<file path="src/rtl/cfg_port_pkg.sv">
package cfg_port_pkg;
  typedef enum logic [2:0] {KS_IDLE, KS_B1, KS_B2, KS_B3, KS_OPEN} key_state_e;

  localparam logic [7:0] KEY_B0     = 8'h87;
  localparam logic [7:0] KEY_B1     = 8'h01;
  localparam logic [7:0] KEY_B2     = 8'h55;
  localparam logic [7:0] KEY_B3_PRI = 8'h55;
  localparam logic [7:0] KEY_B3_ALT = 8'hAA;

  localparam logic [7:0] REG_EXIT    = 8'h02;
  localparam logic [7:0] REG_LDN     = 8'h07;
  localparam logic [7:0] REG_ID_HI   = 8'h20;
  localparam logic [7:0] REG_ID_LO   = 8'h21;
  localparam logic [7:0] REG_FLASH   = 8'h24;
  localparam logic [7:0] REG_BASE_HI = 8'h64;
  localparam logic [7:0] REG_BASE_LO = 8'h65;
  localparam logic [7:0] EXIT_CODE   = 8'h02;
endpackage

</file>
<file path="src/rtl/cfg_key_fsm.sv">
module cfg_key_fsm
  import cfg_port_pkg::*;
#(
  parameter bit ALT_PORT = 1'b0
) (
  input  logic       clk_i,
  input  logic       rst_ni,
  input  logic       key_we_i,
  input  logic [7:0] key_i,
  input  logic       relock_i,
  output logic       open_o
);
  localparam logic [7:0] KeyLast = ALT_PORT ? KEY_B3_ALT : KEY_B3_PRI;

  key_state_e state_q, state_d;
  logic [7:0] expect_b;

  always_comb begin
    unique case (state_q)
      KS_B1:   expect_b = KEY_B1;
      KS_B2:   expect_b = KEY_B2;
      KS_B3:   expect_b = KeyLast;
      default: expect_b = KEY_B0;
    endcase
  end

  always_comb begin
    state_d = state_q;
    if (state_q == KS_OPEN) begin
      if (relock_i) state_d = KS_IDLE;
    end else if (key_we_i) begin
      if (key_i == expect_b) begin
        unique case (state_q)
          KS_IDLE: state_d = KS_B1;
          KS_B1:   state_d = KS_B2;
          KS_B2:   state_d = KS_B3;
          default: state_d = KS_OPEN;
        endcase
      end else if (key_i == KEY_B0) begin
        state_d = KS_B1;  // broken sequence re-arms on a first byte
      end else begin
        state_d = KS_IDLE;
      end
    end
  end

  always_ff @(posedge clk_i or negedge rst_ni) begin
    if (!rst_ni) state_q <= KS_IDLE;
    else         state_q <= state_d;
  end

  assign open_o = (state_q == KS_OPEN);

  a_r2_open_after_last_key: assert property (@(posedge clk_i) disable iff (!rst_ni)
    $rose(open_o) |-> $past(key_we_i && key_i == KeyLast));

  a_r3_short_key_stays_locked: assert property (@(posedge clk_i) disable iff (!rst_ni)
    (key_we_i && state_q != KS_B3 && state_q != KS_OPEN) |=> !open_o);

  a_r10_relock: assert property (@(posedge clk_i) disable iff (!rst_ni)
    (open_o && relock_i) |=> !open_o);
endmodule

</file>
<file path="src/rtl/cfg_ldn_bank.sv">
module cfg_ldn_bank #(
  parameter int          BASE_W = 16,
  parameter logic [7:0]  MY_LDN = 8'd0
) (
  input  logic              clk_i,
  input  logic              rst_ni,
  input  logic [7:0]        sel_ldn_i,
  input  logic              we_hi_i,
  input  logic              we_lo_i,
  input  logic [7:0]        wdata_i,
  output logic [BASE_W-1:0] base_o
);
  localparam int HiW = BASE_W - 8;

  logic hit;
  assign hit = (sel_ldn_i == MY_LDN);

  always_ff @(posedge clk_i or negedge rst_ni) begin
    if (!rst_ni) begin
      base_o <= '0;
    end else if (hit) begin
      if (we_hi_i) base_o[BASE_W-1:8] <= wdata_i[HiW-1:0];
      if (we_lo_i) base_o[7:0]        <= wdata_i;
    end
  end

  a_r8_bank_isolated: assert property (@(posedge clk_i) disable iff (!rst_ni)
    (sel_ldn_i != MY_LDN) |=> $stable(base_o));
endmodule

</file>
<file path="src/rtl/cfg_port_ctrl.sv">
module cfg_port_ctrl
  import cfg_port_pkg::*;
#(
  parameter bit          ALT_PORT = 1'b0,
  parameter logic [15:0] CHIP_ID  = 16'h8716,
  parameter int          NUM_LDN  = 8,
  parameter int          SPI_LDN  = 7,
  parameter int          FLASH_W  = 6
) (
  input  logic               clk_i,
  input  logic               rst_ni,
  input  logic               wr_en_i,
  input  logic               addr_i,
  input  logic [7:0]         wdata_i,
  output logic [7:0]         rdata_o,
  output logic [FLASH_W-1:0] flash_cfg_o,
  output logic [15:0]        spi_base_o
);
  localparam int LdnIw = (NUM_LDN > 1) ? $clog2(NUM_LDN) : 1;

  logic       open;
  logic [7:0] idx_q, ldn_q;
  logic       idx_we, data_we, relock, ldn_valid;
  logic [15:0] bank_base [NUM_LDN];
  logic [15:0] sel_base;

  assign idx_we    = wr_en_i && !addr_i;
  assign data_we   = wr_en_i && addr_i && open;
  assign relock    = data_we && (idx_q == REG_EXIT) && (wdata_i == EXIT_CODE);
  assign ldn_valid = (int'(ldn_q) < NUM_LDN);

  cfg_key_fsm #(.ALT_PORT(ALT_PORT)) u_key (
    .clk_i    (clk_i),
    .rst_ni   (rst_ni),
    .key_we_i (idx_we && !open),
    .key_i    (wdata_i),
    .relock_i (relock),
    .open_o   (open)
  );

  always_ff @(posedge clk_i or negedge rst_ni) begin
    if (!rst_ni) begin
      idx_q       <= '0;
      ldn_q       <= '0;
      flash_cfg_o <= '0;
    end else begin
      if (idx_we && open) idx_q <= wdata_i;
      if (data_we && idx_q == REG_LDN) ldn_q <= wdata_i;
      if (data_we && idx_q == REG_FLASH) flash_cfg_o <= wdata_i[FLASH_W-1:0];
    end
  end

  for (genvar g = 0; g < NUM_LDN; g++) begin : g_bank
    cfg_ldn_bank #(.BASE_W(16), .MY_LDN(8'(g))) u_bank (
      .clk_i     (clk_i),
      .rst_ni    (rst_ni),
      .sel_ldn_i (ldn_q),
      .we_hi_i   (data_we && idx_q == REG_BASE_HI),
      .we_lo_i   (data_we && idx_q == REG_BASE_LO),
      .wdata_i   (wdata_i),
      .base_o    (bank_base[g])
    );
  end

  assign sel_base   = ldn_valid ? bank_base[ldn_q[LdnIw-1:0]] : 16'h0000;
  assign spi_base_o = bank_base[SPI_LDN];

  always_comb begin
    rdata_o = 8'hFF;
    if (open) begin
      if (!addr_i) begin
        rdata_o = idx_q;
      end else begin
        unique case (idx_q)
          REG_ID_HI:   rdata_o = CHIP_ID[15:8];
          REG_ID_LO:   rdata_o = CHIP_ID[7:0];
          REG_LDN:     rdata_o = ldn_q;
          REG_FLASH:   rdata_o = 8'(flash_cfg_o);
          REG_BASE_HI: rdata_o = sel_base[15:8];
          REG_BASE_LO: rdata_o = sel_base[7:0];
          default:     rdata_o = 8'h00;
        endcase
      end
    end
  end

  a_r4_locked_writes_ignored: assert property (@(posedge clk_i) disable iff (!rst_ni)
    (!open && wr_en_i) |=> ($stable(flash_cfg_o) && $stable(spi_base_o) && $stable(ldn_q)));

  a_r4_locked_index_held: assert property (@(posedge clk_i) disable iff (!rst_ni)
    !open |=> $stable(idx_q));

  a_r7_flash_write_source: assert property (@(posedge clk_i) disable iff (!rst_ni)
    !$stable(flash_cfg_o) |-> $past(data_we && idx_q == REG_FLASH));

  a_r10_relock_keeps_regs: assert property (@(posedge clk_i) disable iff (!rst_ni)
    relock |=> ($stable(flash_cfg_o) && $stable(spi_base_o)));
endmodule

</file>
<file path="config.mk">
export PLATFORM = sky130hd
export DESIGN_NAME = cfg_port_ctrl
export DESIGN_NICKNAME = d
export VERILOG_FILES = /design/src/rtl/cfg_port_pkg.sv /design/src/rtl/cfg_key_fsm.sv /design/src/rtl/cfg_ldn_bank.sv /design/src/rtl/cfg_port_ctrl.sv
export SDC_FILE = /design/constraint.sdc
export NUM_CORES = 1
export LEC_CHECK = 0
export BUFFER_PORTS_ARGS = -buffer_cell sky130_fd_sc_hd__buf_2
export CORE_ASPECT_RATIO = 1.5
export CORE_UTILIZATION = 40
export DETAILED_ROUTE_END_ITERATION = 16
export PLACE_DENSITY = 0.55
export SLEW_MARGIN = 10
export SYNTH_ARGS = -nofsm -noshare
export SYNTH_HDL_FRONTEND = slang
export SYNTH_SLANG_ARGS = --single-unit
</file>
<file path="constraint.sdc">
create_clock -name clk_i -period 4.7 [get_ports clk_i]
set_input_delay 0.47 -clock clk_i [delete_from_list [all_inputs] [get_ports clk_i]]
set_output_delay 0.47 -clock clk_i [all_outputs]
set_load 0.02 [all_outputs]
</file>
==> flow_summary.toml <==
[pwr]
max-vdd-ir-drop_mv = 0.234
cellLeakagePower_nw = 3.91
power.total_mw = 3.22
power_density_mw_per_mm2 = 382

[timing]
worst_pin_slew_ps = 999
period_needed_ps = 3690
relSlewSlack_pct = 32.5
hold_viol = 0
fin_skew_ps = 8.60
setup_violations = 0
slew_violations = 0
timing.final.crit_share_pct = 78.4
rsz0062_at_grt = "false"
fmax_mhz = 271
tns_ps = 0

[yosys]
synth_cells = 556
synth_top_cell_area_share_pct = 50.9
async_reset_ff_share_pct = 100
synth_compound_area_share_pct = 3.66
ys_seq_elements = 153
syn_avg_cell_area_sq_um = 13.5
ys_types = 54
synth_most_common_cell = "dfrtp_1"
syn_nets = 568
synth_edf_count = 0
muxShareOfSynthArea_pct = 33.1
synth_top_family_by_area = "multiplexers"
synthTopCellsByCount = "153 x dfrtp_1, 150 x mux2_2, 32 x mux4_2"
yosys_most_used_dff = "dfrtp_1"
syn_area_sq_mm = 0.00752
seq_area_frac_synth_pct = 50.9
synth_xor_area_share_pct = 0.116
synthSimpleGateAreaFrac_pct = 8.35
synth_fa_ha_area_share_pct = 0
ys_warn_count = 0
yosys.area.top_type = "dfrtp_1"
synthTopCellsByArea = "dfrtp_1 51%, mux2_2 22%, mux4_2 9.6%"

[cells_and_area]
n_fill_cell = 1721
regArea_sq_mm = 0.00383
syn_to_final_growth_pct = 12.2
final_layout_size_suffix_gt1_share_pct = 47.2
multi_input_area_sq_mm = 0.00340
layout.nets = 582
diodes = 0

[routing]
wl_per_cell_um = 22.5
dr_total_vias = 4637
dr.pass1.iters = 4
vias_per_cell = 5.55
drc_errors = 0
routed_wl_mm = 18.8
final_antenna_net_count = 0
drt_iter0_markers = 222

[clocking]
h-tree-depth = 4
cts_tree = "done"
clock_latency_ps = 420
numCtsBuffers = 17
clk_pin_slew_ps = 60
post-cts-setup-buffer-count = 0
root_buffer = "clkbuf_16"
clock_sinks = 153
clockBufferDepth = 2

[status]
run_status = "complete, no violations"

[floorplanning]
die_h_um = 170
dieArea_sq_mm = 0.0194
start_util_pct = 40.7
rows = 61
core_sq_mm = 0.0185
pin_count = 42
die_x_um = 114

[placement]
gp_congestion = 0.864
portBuffers = 41
dpl.hpwl_mm = 12.7

[setup_path]
crit_chain = "buf_4, mux4_2, nor3b_1, o31ai_1, a21oi_1, buf_2"
r2r-end = "g_bank[4].u_bank.base_o[2]"
crit_path_start_kind = "flip-flop"
cpMaxStageDelayCell = "dfrtp_2"
r2r_cells = 5
critPathRequiredTime_ps = 4230
crit_path_end_kind = "output port"
rrSetupSlack_ps = 1300
cpPeakStageDelay_ps = 950
r2r_start = "idx_q[3]"
cp.arrival_ps = 3220
worstSetupPathType = "reg2out"
crit_fanout = 27

[worst_hold_path]
hold_depth = 1
min_path_type = "reg2reg"
holdCritStartpoint = "g_bank[2].u_bank.base_o[6]"
holdPathEnd = "g_bank[2].u_bank.base_o[6]"

[flow_run]
cap_violations = 0

[global_routing]
antenna_found_initial = 0
first_global_vias = 4961
grt_pass1_wl_mm = 30.2
grt_max_degree = 60
overflow = 0
grt_usage_pct = 21.1
placed cells by master (no fill, tap or decap), drive strengths merged, types with 4 or more instances in the layout:
master / synthesis / final
nand4: 4 / 4
nor4: 7 / 7
mux4: 32 / 32
nand2: 22 / 22
inv: 5 / 10
or4: 5 / 5
o31ai: 4 / 4
nor3: 8 / 8
dfrtp: 153 / 153
a21oi: 11 / 11
clkbuf: 29 / 19
nand3: 6 / 6
mux2: 150 / 150
clkinv: 1 / 5
buf: 25 / 48
mux2i: 8 / 8
nand2b: 8 / 8
nor2: 31 / 31
o21ai: 5 / 5
stage by stage:
stage	hold slack, ps	std cells	cell area (sq um)	worst slack, ps	util, %
finish	499	835	8430	1010	45.7
floorplan	174	556	7520	1760	-
global placement	406	802	7840	1310	42.4
CTS	486	835	8430	973	45.7
detailed placement	408	802	7840	1270	42.4
global route	515	835	8430	875	45.7
final cells by class:
class | instances | area share, %
Clock buffer | 19 | 5.37
Clock inverter | 13 | 1.62
Inverter | 6 | 0.267
Multi-Input combinational cell | 343 | 40.3
Sequential cell | 153 | 45.4
Tap cell | 252 | 3.74
Timing Repair Buffer | 49 | 3.25
critical path, delay by kind of cell, from the launching register on:
kind | cells | cell delay [ps]
DFF | 1 | 950
muxes | 1 | 530
and+or+nand+nor | 1 | 150
AOI/OAI and AO/OA | 2 | 580
buffers and inverters | 2 | 560
layer usage:
metal	part of all wire, %	up-vias	GRT usage [%]
met1	43	2461	27.2
met3	2.4	22	3.21
met5	0	-	0
met2	53	81	36.2
met4	2.0	0	7.34
li1	-	2073	-
kinds of logic (layout without fill, tap and decap cells):
kind of cell / after synthesis / in the layout
xor gates and xnor gates: 1 / 1
AOI/OAI and AO/OA: 41 / 41
and+or+nand+nor: 111 / 111
buffers and inverters: 60 / 87
DFF: 153 / 153
muxes: 190 / 190
state kept, by name (all words and copies together), names as in the netlist:
signal / flops
flash_cfg_o: 6
ldn_q: 8
g_bank.u_bank.base_o: 128
u_key.state_q: 3
idx_q: 8
power by group:
group          leakage (nW)  total, mW  switching (mW)  internal (mW)
combinational          1.52      0.361           0.214          0.147
sequential             2.11       1.51           0.135           1.37
clock                 0.281       1.35           0.582          0.772
worst max path at each step:
stage | startpoint | slack (ps) | endpoint
floorplan | idx_q[3] | 1760 | g_bank[4].u_bank.base_o[0]
global placement | addr_i | 1310 | g_bank[4].u_bank.base_o[7]
detailed placement | addr_i | 1270 | g_bank[4].u_bank.base_o[0]
CTS | ldn_q[0] | 970 | rdata_o[5]
global route | ldn_q[0] | 880 | rdata_o[5]
finish | ldn_q[0] | 1010 | rdata_o[5]
repair_timing:
| action | 4_1_cts | 5_1_grt |
|---|---|---|
| gates resized for setup | 0 | 0 |
| endpoints found under the hold margin | 38 | 0 |
| hold buffers | 1 | 0 |
(Power assumes the default switching activity.)
